==> config.mk <==
export PLATFORM = sky130hd
export DESIGN_NAME = tfu_unlock_snoop
export DESIGN_NICKNAME = d
export VERILOG_FILES = /design/src/rtl/tfu_pkg.sv /design/src/rtl/tfu_seq_match.sv /design/src/rtl/tfu_lock_ctrl.sv /design/src/rtl/tfu_timing_bank.sv /design/src/rtl/tfu_wide_arm.sv /design/src/rtl/tfu_unlock_snoop.sv
export SDC_FILE = /design/constraint.sdc
export NUM_CORES = 1
export LEC_CHECK = 0
export ABC_AREA = 1
export CAP_MARGIN = 20
export CELL_PAD_IN_SITES_DETAIL_PLACEMENT = 1
export CELL_PAD_IN_SITES_GLOBAL_PLACEMENT = 2
export CORE_MARGIN = 8
export CORE_UTILIZATION = 27
export CTS_BUF_LIST = sky130_fd_sc_hd__clkbuf_8
export DETAILED_ROUTE_END_ITERATION = 16
export GPL_TIMING_DRIVEN = 1
export PLACE_DENSITY_LB_ADDON = 0.05
export SLEW_MARGIN = 20
export SYNTH_ARGS = -nofsm -noshare
export SYNTH_HDL_FRONTEND = slang
export SYNTH_SLANG_ARGS = --single-unit
==> constraint.sdc <==
create_clock -name clk -period 2.4 [get_ports clk]
set_input_delay 0.6 -clock clk [delete_from_list [all_inputs] [get_ports clk]]
set_output_delay 0.6 -clock clk [all_outputs]
set_load 0.005 [all_outputs]
==> src/rtl/tfu_pkg.sv <==
package tfu_pkg;

    localparam int DATA_W   = 8;
    localparam int ADDR_W   = 4;
    localparam int FIELD_W  = 3;
    localparam int AUX_W    = 3;
    localparam int MAX_MODE = 2;

    localparam logic [2:0] OFS_DATA   = 3'd0;
    localparam logic [2:0] OFS_SECCNT = 3'd2;
    localparam logic [2:0] OFS_TIMING = 3'd3;
    localparam logic [2:0] OFS_AUX    = 3'd4;
    localparam logic [2:0] OFS_KEY    = 3'd5;
    localparam logic [2:0] OFS_ALT    = 3'd6;

    typedef enum logic [2:0] {
        AC_NONE, AC_RD_SC, AC_WR_SC, AC_RD_KEY, AC_RD_ALT, AC_DATA, AC_OTHER
    } acc_kind_e;

    typedef enum logic [2:0] {
        M_IDLE, M_GOT_KEY, M_GOT_WR, M_RD1, M_ALT1, M_ALT2, M_RD2
    } match_e;

    typedef struct packed {
        acc_kind_e          kind;
        logic               rd;
        logic               wr;
        logic               ctl;
        logic [2:0]         ofs;
        logic [DATA_W-1:0]  wdata;
    } bus_acc_t;

    function automatic acc_kind_e classify(logic rd, logic wr, logic ctl, logic [2:0] ofs);
        acc_kind_e k;
        if (!rd && !wr)               k = AC_NONE;
        else if (ctl)                 k = (!wr && ofs == OFS_ALT) ? AC_RD_ALT : AC_OTHER;
        else if (ofs == OFS_DATA)     k = AC_DATA;
        else if (ofs == OFS_SECCNT)   k = wr ? AC_WR_SC : AC_RD_SC;
        else if (ofs == OFS_KEY && !wr) k = AC_RD_KEY;
        else                          k = AC_OTHER;
        return k;
    endfunction

    // Access kind that advances the matcher from a given step
    function automatic acc_kind_e step_wants(match_e s);
        acc_kind_e k;
        case (s)
            M_IDLE:    k = AC_RD_KEY;
            M_GOT_KEY: k = AC_WR_SC;
            M_GOT_WR:  k = AC_RD_SC;
            M_RD1:     k = AC_RD_ALT;
            M_ALT1:    k = AC_RD_ALT;
            M_ALT2:    k = AC_RD_SC;
            default:   k = AC_RD_SC;
        endcase
        return k;
    endfunction

    function automatic logic [1:0] field_to_mode(logic [FIELD_W-1:0] f);
        logic [1:0] m;
        m = 2'd0;
        for (int k = 1; k <= MAX_MODE; k++)
            if (f == FIELD_W'(1 + 3 * k)) m = 2'(k);
        return m;
    endfunction

endpackage

==> src/rtl/tfu_seq_match.sv <==
module tfu_seq_match
    import tfu_pkg::*;
(
    input  logic      clk,
    input  logic      rst,
    input  logic      enable,
    input  acc_kind_e kind,
    input  logic      wbit7,
    output logic      done
);
    match_e step, step_n;
    logic   acc_ok;

    always_comb begin
        step_n = step;
        done   = 1'b0;
        acc_ok = (kind == step_wants(step)) && (step != M_GOT_KEY || wbit7);
        if (!enable) begin
            step_n = M_IDLE;
        end else if (kind != AC_NONE) begin
            if (acc_ok) begin
                if (step == M_RD2) begin
                    step_n = M_IDLE;
                    done   = 1'b1;
                end else begin
                    step_n = match_e'(step + 3'd1);
                end
            end else begin
                step_n = (kind == AC_RD_KEY) ? M_GOT_KEY : M_IDLE;
            end
        end
    end

    always_ff @(posedge clk) begin
        if (rst) step <= M_IDLE;
        else     step <= step_n;
    end
endmodule

==> src/rtl/tfu_lock_ctrl.sv <==
module tfu_lock_ctrl
    import tfu_pkg::*;
(
    input  logic      clk,
    input  logic      rst,
    input  logic      done,
    input  acc_kind_e kind,
    input  logic      wbit0,
    output logic      open,
    output logic      commit
);
    logic pending;

    assign commit = open && kind == AC_WR_SC && wbit0;

    always_ff @(posedge clk) begin
        if (rst) begin
            open    <= 1'b0;
            pending <= 1'b0;
        end else if (done) begin
            open    <= 1'b1;
            pending <= 1'b0;
        end else if (open) begin
            if (commit) begin
                pending <= 1'b1;
            end else if (kind == AC_RD_KEY && pending) begin
                open    <= 1'b0;
                pending <= 1'b0;
            end
        end
    end
endmodule

==> src/rtl/tfu_timing_bank.sv <==
module tfu_timing_bank
    import tfu_pkg::*;
#(
    parameter int NUM_DRV = 2
) (
    input  logic                          clk,
    input  logic                          rst,
    input  bus_acc_t                      acc,
    input  logic                          open,
    input  logic                          done,
    input  logic                          commit,
    output logic [DATA_W-1:0]             rdata,
    output logic                          claim,
    output logic [NUM_DRV*FIELD_W-1:0]    timing,
    output logic [NUM_DRV*2-1:0]          pio_mode,
    output logic [AUX_W-1:0]              aux
);
    localparam int TW = NUM_DRV * FIELD_W;

    logic [DATA_W-1:0] seccnt;
    logic [TW-1:0]     stage;
    logic              tim_wr, aux_wr, tim_rd, aux_rd, sc_rd;

    assign tim_wr = open && acc.wr && !acc.ctl && acc.ofs == OFS_TIMING;
    assign aux_wr = open && acc.wr && !acc.ctl && acc.ofs == OFS_AUX;
    assign tim_rd = open && acc.rd && !acc.ctl && acc.ofs == OFS_TIMING;
    assign aux_rd = open && acc.rd && !acc.ctl && acc.ofs == OFS_AUX;
    assign sc_rd  = acc.kind == AC_RD_SC;

    always_ff @(posedge clk) begin
        if (rst) begin
            seccnt <= '0;
            stage  <= '0;
            timing <= '0;
            aux    <= '0;
        end else begin
            if (acc.kind == AC_WR_SC)
                seccnt <= acc.wdata;
            else if (done)
                seccnt <= seccnt & ~(DATA_W'(1) << (DATA_W - 1));
            if (done)
                stage <= timing;
            else if (tim_wr)
                stage <= acc.wdata[TW-1:0];
            if (commit)
                timing <= stage;
            if (aux_wr)
                aux <= acc.wdata[AUX_W-1:0];
        end
    end

    always_comb begin
        claim = sc_rd | tim_rd | aux_rd;
        rdata = '0;
        if (sc_rd)       rdata = seccnt;
        else if (tim_rd) rdata = DATA_W'(stage);
        else if (aux_rd) rdata = DATA_W'(aux);
    end

    for (genvar d = 0; d < NUM_DRV; d++) begin : g_decode
        assign pio_mode[2*d +: 2] = field_to_mode(timing[FIELD_W*d +: FIELD_W]);
    end
endmodule

==> src/rtl/tfu_wide_arm.sv <==
module tfu_wide_arm
    import tfu_pkg::*;
#(
    parameter int ARM_READS = 3
) (
    input  logic      clk,
    input  logic      rst,
    input  acc_kind_e kind,
    output logic      armed
);
    localparam int CW = $clog2(ARM_READS + 1);

    logic [CW-1:0] run;

    always_ff @(posedge clk) begin
        if (rst) begin
            run   <= '0;
            armed <= 1'b0;
        end else begin
            case (kind)
                AC_NONE: ;
                AC_RD_SC: begin
                    if (run == CW'(ARM_READS - 1)) armed <= 1'b1;
                    else                           run   <= run + 1'b1;
                end
                AC_DATA: run <= '0;
                default: begin
                    run   <= '0;
                    armed <= 1'b0;
                end
            endcase
        end
    end
endmodule

==> src/rtl/tfu_unlock_snoop.sv <==
module tfu_unlock_snoop
    import tfu_pkg::*;
#(
    parameter int NUM_DRV   = 2,
    parameter int ARM_READS = 3
) (
    input  logic                          clk,
    input  logic                          rst,
    input  logic [3:0]                    io_addr,
    input  logic                          io_rd,
    input  logic                          io_wr,
    input  logic [7:0]                    io_wdata,
    output logic [7:0]                    io_rdata,
    output logic                          io_rd_claim,
    output logic                          cfg_open,
    output logic [NUM_DRV*3-1:0]          drv_timing,
    output logic [NUM_DRV*2-1:0]          drv_pio_mode,
    output logic [2:0]                    aux_ctrl,
    output logic                          wide_mode
);
    bus_acc_t acc;
    logic     done, commit;

    always_comb begin
        acc.wr    = io_wr;
        acc.rd    = io_rd && !io_wr;
        acc.ctl   = io_addr[3];
        acc.ofs   = io_addr[2:0];
        acc.wdata = io_wdata;
        acc.kind  = classify(io_rd, io_wr, io_addr[3], io_addr[2:0]);
    end

    tfu_seq_match u_match (
        .clk(clk), .rst(rst), .enable(!cfg_open), .kind(acc.kind),
        .wbit7(io_wdata[7]), .done(done)
    );

    tfu_lock_ctrl u_lock (
        .clk(clk), .rst(rst), .done(done), .kind(acc.kind),
        .wbit0(io_wdata[0]), .open(cfg_open), .commit(commit)
    );

    tfu_timing_bank #(.NUM_DRV(NUM_DRV)) u_bank (
        .clk(clk), .rst(rst), .acc(acc), .open(cfg_open), .done(done),
        .commit(commit), .rdata(io_rdata), .claim(io_rd_claim),
        .timing(drv_timing), .pio_mode(drv_pio_mode), .aux(aux_ctrl)
    );

    tfu_wide_arm #(.ARM_READS(ARM_READS)) u_wide (
        .clk(clk), .rst(rst), .kind(acc.kind), .armed(wide_mode)
    );
endmodule

==> run summary <==
The H-tree generated during clock tree synthesis spans 2 levels. The tools report the type of element launching the critical path as an input port. CTS saw 31 sinks. The maximum single-stage delay on the critical path came out at 0.23 ns. For this block, the initial DRC count from the detailed router was 42. The part of the cycle the worst path needs is 99.2%, and the number of endpoints with negative hold slack in the final report is 0. The number of antenna violations at the first check in global routing came out at 0. Area used by sequential logic in the layout: 621 µm².

The flow ran to the end, and the final reports show no timing, DRC or antenna violations. In this run the power density over the cells is 450 nW/µm². The logs give 11.1 mm for the wire length of the first global-routing pass and 4.63 mm for the detailed-placement wirelength estimate. The startpoint identified for the worst register-to-register timing path is u_match.step[2]$_SDFFE_PP0P_. The logs give 1750 µm² for the combined area of all synthesized cells and 0.791 for the weighted congestion at the end of routability-driven global placement.

The worst hold path belongs to the class reg2reg. In this run the count of I/O pins placed on the die edge is 40. For the worst flop-to-flop path, the logic depth is 11. The number of buffers and inverters on the critical path is 3, and the max-capacitance violation count is 0. Walking the worst path, the cells encountered are buf_6 > nor2_4 > nor2_4 > nand2_2 > nand2_2 > nor2_2 > nand2_2 > buf_4 > nor2_4 > clkdlybuf4s15_2. For this configuration, the core starts out at a cell density of 27.6%.

The run gives 9290 µm² as the die area. The most used flip-flop cell after synthesis is sky130_fd_sc_hd__dfxtp_1. The critical path ends at io_rdata[7]. The library cells used most frequently in the layout, excluding fill and tap cells, are sky130_fd_sc_hd__buf_4 (58), sky130_fd_sc_hd__nand2_1 (52), sky130_fd_sc_hd__dfxtp_1 (31). The width of the chip was 96.4 µm; the total via count in the routed design was 2087.

The total global-route track usage came out at 15.3%. The hold-fix buffer count after cts is 0. The run gives 6310 µm² as the area inside the core boundary. Leaving out fill and tap cells, the most frequent cell in the layout is sky130_fd_sc_hd__buf_4. The worst clock skew is 0.00715 ns, and the number of vias per cell after detailed routing is 4.70. The number of enable flip-flop cells after synthesis was 0. Clock-pin slew was measured on the worst setup and hold paths at 0.07 ns. Setup repair after global routing could not meet its margin everywhere. The critical path runs through a total of 10 cells.

After layout, the minimum clock period comes to 2.38 ns. The number of pins exceeding their max-slew limit in the final report is 0. The vertical extent of the die was 96.4 µm.

The tools report the maximum number of pins on one net before global-route repair as 12. The worst register-to-register path has a setup slack of 0.57 ns. In this run, distinct cell masters in the synthesized netlist total 27.

The highest attainable clock frequency is 420 MHz, and the smallest setup slack after layout is 0.0184 ns. Of the cells placed in the final design, the portion with a size suffix greater than 1 is 36.2%. The run gives 0 as the number of routed nets with antenna violations.

The share of synthesized registers carrying an async set or reset works out to 0%. The number of global-route vias before repair is 2228. Among all stages on the critical path, the largest delay is contributed by sky130_fd_sc_hd__nor2_4. The source-to-sink clock delay at the later pin of the worst-skew pair is 0.29 ns. Number of CTS-inserted buffers: 5.

For the total setup violations reported at the end of the flow, the log shows 0. The diode insertion count for antenna repair came out at 0. Measured against its own limit, the worst slew margin works out to 70.0%. The critical path is of the in2out type. At the end of the flow, the number of nets in the layout was 383. The cell sitting at the root of the clock tree is a sky130_fd_sc_hd__clkbuf_8. Input and output buffers added on the ports amount to 39. The critical path starts at io_rd. The fill cell instance count of the final layout was 815; the signed area change from the synthesized netlist to the final layout was 68.8%.

The wire length after detailed routing was 6.78 mm; the number of nets produced by synthesis was 278. Summing all multi-input logic gate instances after layout gives 1130 µm². At the worst endpoint, the arrival time is 1.78 ns. The first TritonRoute pass finished after 6 iterations. Slew of the pin with the lowest slew margin: 0.447 ns.

Of the synthesized area, sequential elements account for 35.6%. For this run, design rule violations remaining after detail routing come to 0. In this run the mean area of a mapped cell was 6.69 µm². Power comes to 1330 µW. OpenSTA, run right after detailed placement, puts the worst setup slack at -0.790 ns. The synthesized design contains 31 register bits. The maximum resistive drop on vdd was 0.000202 V; the leakage power figure was 0.00130 µW.

The initialized floorplan defines 29 standard-cell rows. The tools report the Yosys warning count as 0. The gate count after technology mapping is 261, and the buffer depth of the longest clock path is 2.

STA classifies the critical path endpoint as a primary output. Maximum fanout count along the critical path: 5. After detailed routing, the average wire length per cell comes to 15.3 µm. Data on the critical path is required at its endpoint by 1.80 ns. On the critical path the largest part of the delay comes from simple AND/OR/NAND/NOR gates. The endpoint identified for the worst register-to-register timing path is u_bank.stage[5]$_SDFFE_PP0P_. Global routing finished with a remaining overflow of 0. TritonCTS built the clock tree.
## routing by layer
layer	vias up	track usage [%]	routed length (µm)
met4	0	3.78	84
li1	1073	-	-
met1	977	19.0	3150
met2	31	26.0	3280
met3	6	3.71	274
met5	-	0	0
## how the worst min path moves through the flow
| stage | slack, ns | start | cells after the start | to |
|---|---|---|---|---|
| after detailed placement | 0.46 | u_bank.seccnt[6]$_SDFFE_PP0N_ | 2 | u_bank.seccnt[6]$_SDFFE_PP0N_ |
| after global placement | 0.45 | u_bank.seccnt[6]$_SDFFE_PP0N_ | 2 | u_bank.seccnt[6]$_SDFFE_PP0N_ |
| after global routing | 0.50 | u_bank.seccnt[6]$_SDFFE_PP0N_ | 2 | u_bank.seccnt[6]$_SDFFE_PP0N_ |
| final | 0.46 | u_bank.seccnt[6]$_SDFFE_PP0N_ | 2 | u_bank.seccnt[6]$_SDFFE_PP0N_ |
| after CTS | 0.47 | u_bank.seccnt[6]$_SDFFE_PP0N_ | 2 | u_bank.seccnt[6]$_SDFFE_PP0N_ |
| after floorplan | 0.43 | u_bank.seccnt[6]$_SDFFE_PP0N_ | 2 | u_bank.seccnt[6]$_SDFFE_PP0N_ |
## power breakdown
part | switching, µW | internal (µW)
clock network | 216 | 336
registers | 6.50 | 524
logic | 121 | 123
## timing repair
item                       CTS  global route
buffers inserted            34             0
setup endpoints to repair    9            24
pin swaps                   22            23
gates resized for setup     69            39
gates cloned                 1             0
## worst reg2reg max path, stage by stage, from the launching register on
cell	delay [ns]
sky130_fd_sc_hd__dfxtp_1	0.37
sky130_fd_sc_hd__nand2_1	0.18
sky130_fd_sc_hd__nand2_1	0.09
sky130_fd_sc_hd__nor2_1	0.23
sky130_fd_sc_hd__inv_1	0.12
sky130_fd_sc_hd__nand2_4	0.09
sky130_fd_sc_hd__nand2_4	0.05
sky130_fd_sc_hd__nor2_4	0.19
sky130_fd_sc_hd__buf_6	0.15
sky130_fd_sc_hd__nand4_1	0.11
sky130_fd_sc_hd__nand2_1	0.10
sky130_fd_sc_hd__a21oi_2	0.05
## cell type report
| class | instances | share of cell area, % |
|---|---|---|
| inverters | 31 | 4.37 |
| clock buffers | 6 | 2.80 |
| clock inverters | 2 | 1.19 |
| flip-flops and latches | 31 | 21.1 |
| multi-input cells | 196 | 38.3 |
| repair buffers | 101 | 29.0 |
| well taps | 77 | 3.27 |
## through the flow
stage | hold WS (ns) | setup TNS [ns] | instance area (µm²) | std cells | utilization, %
global placement | 0.450 | -8.28 | 2460 | 405 | 39.0
global route | 0.497 | -0.206 | 2950 | 444 | 46.7
floorplan | 0.430 | 0 | 1750 | 261 | -
CTS | 0.467 | 0 | 2850 | 446 | 45.1
finish | 0.458 | 0 | 2950 | 444 | 46.7
detailed placement | 0.457 | -8.13 | 2460 | 405 | 39.0
## cells by family (layout without fill, tap and decap cells)
kind of cell             Yosys count  after routing  share of synthesized area, %
AND/OR/NAND/NOR                  150            151                          42.2
AO/OA/AOI/OAI                     44             44                          13.5
buffers and inverters             35            140                          8.03
flip-flops                        31             31                          35.6
adder cells (fa/ha/maj)            1              1                         0.717
## state kept, by name, indices dropped and copies added, names as in the netlist
| register | cells |
|---|---|
| u_bank.seccnt | 8 |
| u_bank.stage | 6 |
| u_bank.timing | 6 |
| u_bank.aux | 3 |
| u_match.step | 3 |
| u_wide.run | 2 |
| u_lock.open | 1 |
| u_lock.pending | 1 |
| u_wide.armed | 1 |
## cells in the mapped netlist (4+ instances only)
| cell | number | share of area (%) |
|---|---|---|
| sky130_fd_sc_hd__nand2_1 | 60 | 13 |
| sky130_fd_sc_hd__dfxtp_1 | 31 | 36 |
| sky130_fd_sc_hd__nor2_1 | 31 | 6.7 |
| sky130_fd_sc_hd__nand3_1 | 28 | 8.0 |
| sky130_fd_sc_hd__inv_1 | 23 | 4.9 |
| sky130_fd_sc_hd__a21oi_1 | 18 | 5.2 |
| sky130_fd_sc_hd__o21ai_0 | 17 | 4.9 |
| sky130_fd_sc_hd__nand2_2 | 8 | 2.9 |
| sky130_fd_sc_hd__inv_2 | 7 | 1.5 |
| sky130_fd_sc_hd__nand4_1 | 6 | 2.2 |
| sky130_fd_sc_hd__nor3_1 | 6 | 1.7 |
| sky130_fd_sc_hd__o21ai_1 | 5 | 1.4 |
| sky130_fd_sc_hd__nor2_4 | 4 | 2.6 |
(Power assumes the default switching activity.)
